--- src/rtl/pnl_pkg.sv ---
package pnl_pkg;
  localparam int REG_N = 6;

  typedef enum logic [2:0] {
    SEL_CTRL = 3'd0,
    SEL_TIM0 = 3'd1,
    SEL_TIM1 = 3'd2,
    SEL_TIM2 = 3'd3,
    SEL_STAT = 3'd4,
    SEL_SUB  = 3'd5
  } reg_sel_e;

  localparam logic [31:0] CTRL_RD_ONES = 32'hFE000C34;
  localparam logic [31:0] CTRL_KEEP    = 32'h01CFF300;
  localparam logic [31:0] TIM0_RD_ONES = 32'h0000000F;
  localparam logic [31:0] TIM2_RD_ONES = 32'hFC000000;
  localparam logic [31:0] SUB_KEEP     = 32'hA1FFFFFF;
  localparam logic [1:0]  MODE_PAL_ONLY = 2'd1;

  typedef struct packed {
    logic [1:0]  mode;
    logic        tft;
    logic [1:0]  irq_en;
    logic        mono;
    logic        en;
    logic [31:0] extra;
  } ctrl_t;
endpackage

--- src/rtl/pnl_bus_dec.sv ---
module pnl_bus_dec
  import pnl_pkg::*;
#(
  parameter int ADDR_W = 8
) (
  input  logic              req,
  input  logic [ADDR_W-1:0] addr,
  output logic [REG_N-1:0]  sel,
  output logic              bad
);
  for (genvar i = 0; i < REG_N; i++) begin : g_sel
    assign sel[i] = req && (addr == ADDR_W'(i * 4));
  end

  assign bad = req && !(|sel);
endmodule

--- src/rtl/pnl_cfg_regs.sv ---
module pnl_cfg_regs
  import pnl_pkg::*;
#(
  parameter int DIM_W = 10
) (
  input  logic             clk,
  input  logic             rst_n,
  input  logic [REG_N-1:0] wr_sel,
  input  logic [31:0]      wdata,
  output ctrl_t            ctrl_q,
  output logic [31-DIM_W:0] t0_hi_q,
  output logic [31-DIM_W:0] t1_hi_q,
  output logic [DIM_W:0]   width_q,
  output logic [DIM_W:0]   height_q,
  output logic [31:0]      t2_q,
  output logic [31:0]      sub_q,
  output logic             en_rise,
  output logic             en_fall,
  output logic             fall_sets_done,
  output logic             start_q
);
  ctrl_t ctrl_n;
  logic  wr_ctrl;

  assign wr_ctrl = wr_sel[int'(SEL_CTRL)];

  always_comb begin
    ctrl_n        = ctrl_q;
    ctrl_n.mode   = wdata[21:20];
    ctrl_n.tft    = wdata[7];
    ctrl_n.irq_en = wdata[4:3];
    ctrl_n.mono   = wdata[1];
    ctrl_n.en     = wdata[0];
    ctrl_n.extra  = wdata & CTRL_KEEP;
  end

  assign en_rise        = wr_ctrl && wdata[0] && !ctrl_q.en;
  assign en_fall        = wr_ctrl && !wdata[0] && ctrl_q.en;
  assign fall_sets_done = en_fall && (wdata[21:20] != MODE_PAL_ONLY);

  always_ff @(posedge clk or negedge rst_n) begin
    if (!rst_n) begin
      ctrl_q   <= '0;
      t0_hi_q  <= '0;
      t1_hi_q  <= '0;
      width_q  <= '0;
      height_q <= '0;
      t2_q     <= '0;
      sub_q    <= '0;
      start_q  <= 1'b0;
    end else begin
      start_q <= en_rise;
      if (wr_ctrl) ctrl_q <= ctrl_n;
      if (wr_sel[int'(SEL_TIM0)]) begin
        t0_hi_q <= wdata[31:DIM_W];
        width_q <= (DIM_W+1)'(wdata[DIM_W-1:0]) + (DIM_W+1)'(1);
      end
      if (wr_sel[int'(SEL_TIM1)]) begin
        t1_hi_q  <= wdata[31:DIM_W];
        height_q <= (DIM_W+1)'(wdata[DIM_W-1:0]) + (DIM_W+1)'(1);
      end
      if (wr_sel[int'(SEL_TIM2)]) t2_q  <= wdata;
      if (wr_sel[int'(SEL_SUB)])  sub_q <= wdata & SUB_KEEP;
    end
  end

  // the start pulse never lasts two cycles
  p_start_single_r10: assert property (@(posedge clk) disable iff (!rst_n)
    start_q |=> !start_q);
  // the start pulse follows a turn-on
  p_start_on_r10: assert property (@(posedge clk) disable iff (!rst_n)
    start_q |-> ctrl_q.en);
endmodule

--- src/rtl/pnl_status_irq.sv ---
module pnl_status_irq (
  input  logic       clk,
  input  logic       rst_n,
  input  logic       ev_frame,
  input  logic       ev_pal,
  input  logic       ev_sync,
  input  logic       en_rise,
  input  logic       en_fall,
  input  logic       fall_sets_done,
  input  logic [1:0] irq_en,
  output logic       done_q,
  output logic       pal_q,
  output logic       sync_q,
  output logic       irq
);
  logic done_n, pal_n, sync_n;

  always_comb begin
    done_n = done_q;
    pal_n  = pal_q;
    sync_n = sync_q;
    if (en_rise) begin
      done_n = 1'b0;
      pal_n  = 1'b0;
    end
    if (en_fall)        sync_n = 1'b0;
    if (fall_sets_done) done_n = 1'b1;
    done_n = done_n | ev_frame;
    pal_n  = pal_n  | ev_pal;
    sync_n = sync_n | ev_sync;
  end

  always_ff @(posedge clk or negedge rst_n) begin
    if (!rst_n) begin
      done_q <= 1'b0;
      pal_q  <= 1'b0;
      sync_q <= 1'b0;
    end else begin
      done_q <= done_n;
      pal_q  <= pal_n;
      sync_q <= sync_n;
    end
  end

  assign irq = (done_q && irq_en[0]) || (pal_q && irq_en[1]) || sync_q;

  // frame-done stays set until a turn-on write
  p_done_sticky_r7: assert property (@(posedge clk) disable iff (!rst_n)
    done_q && !en_rise |=> done_q);
  // an event always leaves its flag set
  p_sync_event_r7: assert property (@(posedge clk) disable iff (!rst_n)
    ev_sync |=> sync_q);
  // turn-off clears sync error unless an event arrives with it
  p_fall_sync_r9: assert property (@(posedge clk) disable iff (!rst_n)
    en_fall && !ev_sync |=> !sync_q);
  // turn-off outside palette-only mode sets frame-done
  p_fall_done_r9: assert property (@(posedge clk) disable iff (!rst_n)
    fall_sets_done |=> done_q);
  // turn-on clears the palette flag when no event arrives with it
  p_rise_clear_r10: assert property (@(posedge clk) disable iff (!rst_n)
    en_rise && !ev_pal |=> !pal_q);
endmodule

--- src/rtl/pnl_regbank.sv ---
module pnl_regbank
  import pnl_pkg::*;
#(
  parameter int ADDR_W = 8,
  parameter int DIM_W  = 10
) (
  input  logic              clk,
  input  logic              rst_n,
  input  logic              bus_req,
  input  logic              bus_we,
  input  logic [ADDR_W-1:0] bus_addr,
  input  logic [31:0]       bus_wdata,
  output logic [31:0]       bus_rdata,
  output logic              bus_err,
  input  logic              ev_frame_done,
  input  logic              ev_palette_done,
  input  logic              ev_sync_error,
  output logic              seq_start,
  output logic              irq,
  output logic              cfg_enable,
  output logic [1:0]        cfg_load_mode,
  output logic              cfg_tft,
  output logic              cfg_mono,
  output logic [DIM_W:0]    cfg_width,
  output logic [DIM_W:0]    cfg_height
);
  logic [REG_N-1:0]  sel;
  logic [REG_N-1:0]  wr_sel;
  logic              bad;
  ctrl_t             ctrl_q;
  logic [31-DIM_W:0] t0_hi_q, t1_hi_q;
  logic [DIM_W:0]    width_q, height_q, wm1, hm1;
  logic [31:0]       t2_q, sub_q;
  logic              en_rise, en_fall, fall_sets_done;
  logic              done_q, pal_q, sync_q;
  logic              rd_req;
  logic [31:0]       rd_val, rdata_n, rdata_q;
  logic              err_q;

  pnl_bus_dec #(.ADDR_W(ADDR_W)) u_dec (
    .req (bus_req),
    .addr(bus_addr),
    .sel (sel),
    .bad (bad)
  );

  assign wr_sel = bus_we ? sel : '0;
  assign rd_req = bus_req && !bus_we;

  pnl_cfg_regs #(.DIM_W(DIM_W)) u_cfg (
    .clk           (clk),
    .rst_n         (rst_n),
    .wr_sel        (wr_sel),
    .wdata         (bus_wdata),
    .ctrl_q        (ctrl_q),
    .t0_hi_q       (t0_hi_q),
    .t1_hi_q       (t1_hi_q),
    .width_q       (width_q),
    .height_q      (height_q),
    .t2_q          (t2_q),
    .sub_q         (sub_q),
    .en_rise       (en_rise),
    .en_fall       (en_fall),
    .fall_sets_done(fall_sets_done),
    .start_q       (seq_start)
  );

  pnl_status_irq u_stat (
    .clk           (clk),
    .rst_n         (rst_n),
    .ev_frame      (ev_frame_done),
    .ev_pal        (ev_palette_done),
    .ev_sync       (ev_sync_error),
    .en_rise       (en_rise),
    .en_fall       (en_fall),
    .fall_sets_done(fall_sets_done),
    .irq_en        (ctrl_q.irq_en),
    .done_q        (done_q),
    .pal_q         (pal_q),
    .sync_q        (sync_q),
    .irq           (irq)
  );

  assign wm1 = width_q  - (DIM_W+1)'(1);
  assign hm1 = height_q - (DIM_W+1)'(1);

  always_comb begin
    rd_val = '0;
    if (sel[int'(SEL_CTRL)])
      rd_val = (32'(ctrl_q.tft) << 23) | (32'(ctrl_q.mode) << 20) |
               (32'(ctrl_q.tft) << 7)  | (32'(ctrl_q.irq_en) << 3) |
               (32'(ctrl_q.mono) << 1) | 32'(ctrl_q.en) |
               ctrl_q.extra | CTRL_RD_ONES;
    if (sel[int'(SEL_TIM0)]) rd_val = {t0_hi_q, wm1[DIM_W-1:0]} | TIM0_RD_ONES;
    if (sel[int'(SEL_TIM1)]) rd_val = {t1_hi_q, hm1[DIM_W-1:0]};
    if (sel[int'(SEL_TIM2)]) rd_val = t2_q | TIM2_RD_ONES;
    if (sel[int'(SEL_STAT)]) rd_val = {25'd0, pal_q, 3'd0, sync_q, 1'b0, done_q};
    if (sel[int'(SEL_SUB)])  rd_val = sub_q;
  end

  assign rdata_n = rd_req ? rd_val : rdata_q;

  always_ff @(posedge clk or negedge rst_n) begin
    if (!rst_n) begin
      rdata_q <= '0;
      err_q   <= 1'b0;
    end else begin
      rdata_q <= rdata_n;
      err_q   <= bad;
    end
  end

  assign bus_rdata     = rdata_q;
  assign bus_err       = err_q;
  assign cfg_enable    = ctrl_q.en;
  assign cfg_load_mode = ctrl_q.mode;
  assign cfg_tft       = ctrl_q.tft;
  assign cfg_mono      = ctrl_q.mono;
  assign cfg_width     = width_q;
  assign cfg_height    = height_q;

  // a sync error always raises the interrupt
  p_sync_irq_r8: assert property (@(posedge clk) disable iff (!rst_n)
    sync_q |-> irq);
  // no flag set means no interrupt
  p_irq_quiet_r8: assert property (@(posedge clk) disable iff (!rst_n)
    !done_q && !pal_q && !sync_q |-> !irq);
  // the error strobe only follows a request
  p_err_src_r11: assert property (@(posedge clk) disable iff (!rst_n)
    bus_err |-> $past(bus_req));
  // read data holds when no read was requested
  p_rdata_hold_r12: assert property (@(posedge clk) disable iff (!rst_n)
    !$past(rd_req) |-> $stable(bus_rdata));
endmodule

--- config.mk ---
export PLATFORM = sky130hd
export DESIGN_NAME = pnl_regbank
export DESIGN_NICKNAME = d
export VERILOG_FILES = /design/src/rtl/pnl_pkg.sv /design/src/rtl/pnl_bus_dec.sv /design/src/rtl/pnl_cfg_regs.sv /design/src/rtl/pnl_status_irq.sv /design/src/rtl/pnl_regbank.sv
export SDC_FILE = /design/constraint.sdc
export NUM_CORES = 1
export LEC_CHECK = 0
export BUFFER_PORTS_ARGS = -buffer_cell sky130_fd_sc_hd__clkbuf_2
export CORE_MARGIN = 2
export CORE_UTILIZATION = 40
export DETAILED_ROUTE_END_ITERATION = 8
export GPL_TIMING_DRIVEN = 0
export MAX_ROUTING_LAYER = met4
export PLACE_DENSITY = 0.62
export SYNTH_ARGS = -nofsm -noshare
export SYNTH_HDL_FRONTEND = slang
export SYNTH_SLANG_ARGS = --single-unit
--- constraint.sdc ---
create_clock -name clk -period 1.65 [get_ports clk]
set_input_delay 0 -clock clk [delete_from_list [all_inputs] [get_ports clk]]
set_output_delay 0 -clock clk [all_outputs]
set_load 0.02 [all_outputs]
======== Yosys cells after proc, flatten, opt, wreduce, memory -nomap -nowiden ========
Index checks and enable logic that the tools add are counted.
storage, ports and cells
  flip-flop bits (word level) ............. 176
  latch bits .............................. 0
  RAM bits ................................ 0
  memory bits (read-only) ................. 0
  input port bits ......................... 47
  output and inout port bits .............. 62
  logic and storage cells ................. 70
  memories kept ........................... 0
operators by class
  add/subtract/negate cells ............... 3
  multipliers ............................. 0
  divide/modulo/power cells ............... 0
  $lt $le $gt $ge ......................... 0
  equality and inequality tests ........... 6
  shift-type cells ........................ 0
  mux-type cells .......................... 11
  bitwise operators ....................... 9
  reductions and logical operators ........ 23
operators by type and width
  cell                                                                      number
  32-bit two-way mux                                                        6
  24-bit by 25-bit OR with 25-bit output                                    1
  24-bit by 1-bit OR with 24-bit output                                     1
  24-bit by 2-bit OR with 24-bit output                                     1
  24-bit by 22-bit OR with 24-bit output                                    1
  24-bit by 5-bit OR with 24-bit output                                     1
  24-bit by 8-bit OR with 24-bit output                                     1
  10-bit by 1-bit subtractor with 10-bit output (second input constant)     2
  8-bit by 4-bit == test with 1-bit output (second input constant)          2
  8-bit by 5-bit == test with 1-bit output (second input constant)          2
  1-bit logical AND                                                         15
  10-bit by 1-bit adder with 11-bit output (second input constant)          1
  8-bit by 3-bit == test with 1-bit output (second input constant)          1
  8-bit logical NOT                                                         1
  6-bit two-way mux                                                         1
  6-bit OR reduction                                                        1
  1-bit logical NOT                                                         4
  1-bit two-way mux                                                         4
  1-bit OR                                                                  3
  1-bit logical OR                                                          2
  2-bit by 1-bit inequality test with 1-bit output (second input constant)  1

======== Depth between registers and ports, before layout ========
  depth after elaboration ................. 12
  depth in mapped cells ................... 8

======== By module ========
From an unflattened synthesis, not the netlist that was laid out.
unflattened totals
  cells, all modules ...................... 750
  area, all modules ....................... 8485.6 µm²
by module, submodules not included
  module          times used  cells each  area an instance (µm²)  sequential area each (µm²)
  pnl_cfg_regs    1           386         5736.8                  3653.5
  pnl_regbank     1           340         2528.7                  825.8
  pnl_status_irq  1           9           116.4                   75.1
  pnl_bus_dec     1           15          103.8                   0.0

======== Least setup slack after synthesis ========
OpenSTA, ideal clock, no wires.
  kind .................................... reg-to-reg
  start ................................... reg u_cfg.height_q[3]
  end ..................................... reg rdata_q[9] (netlist: bus_rdata[9])
  setup time .............................. 0.120 ns
  arrival time ............................ 1.776 ns
  data required time ...................... 1.530 ns
  setup slack ............................. -0.246 ns
  stages on the path, launching flop included .. 6
  clock period less this slack ............ 1.896 ns
  cell sequence ........................... dfrtp_1 or4_4 nor4b_1 xnor2_1 o21ai_0 a31o_2
on the way
  word-level cells in the longest chain between the ends .. 5
ends and longest elaborated chain
  what                                           RTL line            RTL
  start, declared                                pnl_cfg_regs.sv:14  output logic [DIM_W:0] height_q,
  start signal, assigned                         pnl_cfg_regs.sv:60  height_q <= (DIM_W+1)'(wdata[DIM_W-1:0]) + (DIM_W+1)'(1);
  10-bit by 1-bit subtractor with 10-bit output  pnl_regbank.sv:85   assign hm1 = height_q - (DIM_W+1)'(1);
  32-bit two-way mux                             pnl_regbank.sv:95   if (sel[int'(SEL_TIM1)]) rd_val = {t1_hi_q, hm1[DIM_W-1:0]};
  32-bit two-way mux                             pnl_regbank.sv:96   if (sel[int'(SEL_TIM2)]) rd_val = t2_q | TIM2_RD_ONES;
  32-bit two-way mux                             pnl_regbank.sv:97   if (sel[int'(SEL_STAT)]) rd_val = {25'd0, pal_q, 3'd0, sync_q, 1'b0, done_q};
  32-bit two-way mux                             pnl_regbank.sv:98   if (sel[int'(SEL_SUB)]) rd_val = sub_q;
  end signal, assigned                           pnl_regbank.sv:108  rdata_q <= rdata_n;
  end, declared                                  pnl_regbank.sv:37   logic [31:0] rd_val, rdata_n, rdata_q;
Every way passes these cells.
A chain may end at the register's enable or synchronous reset.

======== Worst setup path in the final report ========
  start ................................... reg u_cfg.height_q[2]
  end ..................................... reg rdata_q[7] (netlist: bus_rdata[7])
The elaborated chain is that of the path after synthesis.

==> impl_metrics.toml <==
[run_status]
failed_checks = "negative setup slack"
outcome = "finished, violations left"

[drt]
drtAntennaViolNets = 0
first_pass_detailed_route_iteration_total = 4
detail_route.drc_violations = 0
post_drt_wl_per_cell_um = 19.1
detail_route.vias_per_cell = 5.27
detail_route.iter0.violations = 450
routed_wirelength_mm = 21.8
vias = 6020

[clock_network]
cts_tree = "built"
cts-root-to-sink-buffers = 2
htree_levels = 4
clk_latency_ps = 430
clock_tree.root_cell = "clkbuf_16"
clkTransAtPathRegs_ps = 70
cts_buffer_count = 17
numClockSinks = 176

[synth]
synth.yosys.seq_area_share_pct = 55.4
async_flop_share_pct = 100
ys.flop_type = "dfrtp_1"
post_synthesis_mean_instance_area_um2 = 11.5
ys.warnings.count = 0
postSynthCellCount = 690
synth.net_count = 739
synth_edf_count = 0
post_synthesis_cell_area_mm2 = 0.00795
count_of_different_cell_masters_after_synthesis = 55
synth-seq-cells = 176

[timing]
timing.slew.headroom_pct = 51.8
setup_viol = 6
grt_setup_unrepaired = "yes"
finalHoldViolations = 0
achievable_freq_mhz = 544
worst_pin_slew_ps = 723
timing.setup.tns_ps = -595
layout_setup_ws_ps = -189
timing.final.crit_share_pct = 111
timing.hold.ws_ps = 118
timing_max_transition_violations_final = 0
worst_clock_skew_ps = 7.75
finalWorstPathRequiredPeriod_ps = 1840

[cells_and_area]
area_delta_synth_final_pct = 27.0
fraction_of_final_layout_cells_with_drive_strength_greater_than_1_pct = 33.6
diodes = 0
fin_nets = 914
final.fill_count = 1741

[worst_setup_path]
worstSetupStartpointType = "flip-flop"
r2r_cells = 5
ff2ff_setup_slack_ps = -190
timing_worst_setup_path_type = "flip-flop to flip-flop"
worstSetupEndpointType = "flip-flop"
timing.critical_path.from = "u_cfg.height_q[2]"
timing.rr.start = "u_cfg.height_q[2]"
regToRegEndpoint = "bus_rdata[7]"
worst-endpoint-required_ps = 2010
crit_path_end = "bus_rdata[7]"
critical_path_arrival_ps = 2200
cp_max_fo = 3

[power_and_ir_drop]
internal-power_mw = 7.74
max-vdd-ir-drop_v = 0.000763
clockPowerShare_pct = 44.9
power_mw = 10.2
power_frac_comb_pct = 10.3
power.leakage_nw = 5.09
powerDensity_mw_per_mm2 = 1010
swShare_pct = 24.0
p_sw_mw = 2.45
seqPwrFrac_pct = 44.8

[grt]
grt.total_usage_pct = 21.8
grt_max_degree = 92
number_of_antenna_violations_at_the_first_check_in_global_routing = 0
wire_length_of_the_first_global_routing_pass_mm = 34.4
first_global_vias = 6015
grt_overflow_total = 0

[place]
post-dp-hpwl_mm = 14.8
place.port_buffers = 106
gpl.final_weighted_congestion = 0.841

[run]
maximum_capacitance_violations = 0

[floorplanning]
initial_core_util_pct = 40.9
die_span_in_y_um = 145
rows = 51
io_pins = 109
die-area_mm2 = 0.0210
placeableCoreArea_mm2 = 0.0195
die_width_um = 145

[hold_path]
worst_min_delay_path_category = "input port to flip-flop"
power by group through the flow:
| stage | registers, mW | logic (mW) | clock network, mW |
|---|---|---|---|
| floorplan | 4.72 | 0.413 | 0 |
| global placement | 4.64 | 0.904 | 0 |
| detailed placement | 4.65 | 0.920 | 0 |
| CTS | 4.57 | 1.05 | 4.63 |
| global route | 4.58 | 1.15 | 4.82 |
| finish | 4.57 | 1.05 | 4.58 |
worst min path at each step:
stage                   from                end  slack (ps)  depth (start not counted)
3_5_place_dp           rst_n   u_cfg.width_q[6]          90                          1
5_1_grt          bus_addr[1]       bus_rdata[4]         150                          5
2_1_floorplan          rst_n            bus_err        -300                          0
6_report         bus_addr[1]       bus_rdata[5]         120                          5
3_3_place_gp   bus_wdata[26]  u_cfg.t0_hi_q[16]         220                          3
4_1_cts          bus_addr[1]       bus_rdata[5]         110                          5
registers in the layout, indices dropped and copies added, names as in the netlist, 11 cells and up:
| name | flops |
|---|---|
| u_cfg.ctrl_q | 20 |
| u_cfg.width_q | 11 |
| u_cfg.t2_q | 26 |
| bus_rdata | 32 |
| u_cfg.t1_hi_q | 22 |
| u_cfg.sub_q | 27 |
| u_cfg.height_q | 11 |
| u_cfg.t0_hi_q | 22 |
synth_stat cells (9+ instances only):
| cell type | number | area [µm²] |
|---|---|---|
| mux4_2 | 13 | 293 |
| xor2_1 | 14 | 123 |
| nand2_1 | 115 | 432 |
| buf_2 | 17 | 85.1 |
| mux2_1 | 20 | 225 |
| mux2_2 | 77 | 867 |
| nand3_1 | 9 | 45.0 |
| a221oi_1 | 16 | 140 |
| o21ai_0 | 39 | 195 |
| a21oi_1 | 14 | 70.1 |
| nor2_1 | 51 | 191 |
| dfrtp_1 | 176 | 4400 |
| clkbuf_1 | 26 | 97.6 |
area by class of cell:
| type | instances | area, µm² | area share [%] |
|---|---|---|---|
| sequential | 176 | 4410 | 43.6 |
| multi-input combinational | 463 | 3430 | 34.0 |
| timing repair buffer | 156 | 1030 | 10.2 |
| clock buffer | 18 | 429 | 4.25 |
| tap | 265 | 332 | 3.28 |
| clock inverter | 13 | 234 | 2.32 |
| buffer | 47 | 224 | 2.22 |
| inverter | 4 | 17.5 | 0.173 |
metal layers:
layer  share of wire (%)  wire length, µm  track usage [%]
met5                   0                0                -
met4                 1.4              308             6.19
met3                 5.3             1150             3.77
met2                  48            10400             34.0
met1                  46             9940             29.6
metrics by stage:
stage,setup slack (ps),area [µm²],util (%),std cells
floorplan,-154,7970,-,690
global placement,-3130,8830,45.4,1061
detailed placement,-491,8870,45.6,1062
CTS,-179,10100,51.7,1141
global route,-244,10100,51.9,1142
finish,-189,10100,51.9,1142
worst max-delay path: stages, from the launching register on:
cell	delay, ps
dfrtp_2	410
or4_4	570
nor4_4	160
xnor2_1	140
a211o_1	320
o22ai_2	160
logic make-up (layout without fill, tap and decap cells):
logic type | Yosys count | after routing | share of synthesized area, %
xor gates and xnor gates | 19 | 19 | 2.09
DFF | 176 | 176 | 55.4
and+or+nand+nor | 225 | 225 | 12.9
muxes | 116 | 116 | 18.2
AOI/OAI and AO/OA | 101 | 101 | 8.32
buffers and inverters | 51 | 238 | 2.77
adders and majority gates | 2 | 2 | 0.315
cell usage in the layout (no fill, tap or decap), drive strengths merged, types with 7 or more instances in the layout:
| cell type | Yosys | routed |
|---|---|---|
| a21oi | 14 | 14 |
| a221oi | 16 | 16 |
| and3 | 7 | 7 |
| buf | 21 | 32 |
| clkbuf | 26 | 152 |
| dfrtp | 176 | 176 |
| dlygate4sd3 | 0 | 37 |
| inv | 4 | 7 |
| mux2 | 97 | 97 |
| mux4 | 13 | 13 |
| nand2 | 116 | 116 |
| nand2b | 8 | 8 |
| nand3 | 9 | 9 |
| nor2 | 52 | 52 |
| nor3 | 9 | 9 |
| o21ai | 39 | 39 |
| xor2 | 14 | 14 |
what timing repair did:
action / in CTS / in global routing
pin swaps: 12 / 7
endpoints found under the hold margin: 209 / 0
buffers inserted: 12 / 2
hold buffers: 37 / 0
endpoints found under the setup margin: 58 / 37
resized for setup: 22 / 20
Note: power is estimated with default switching activity, not from simulation.
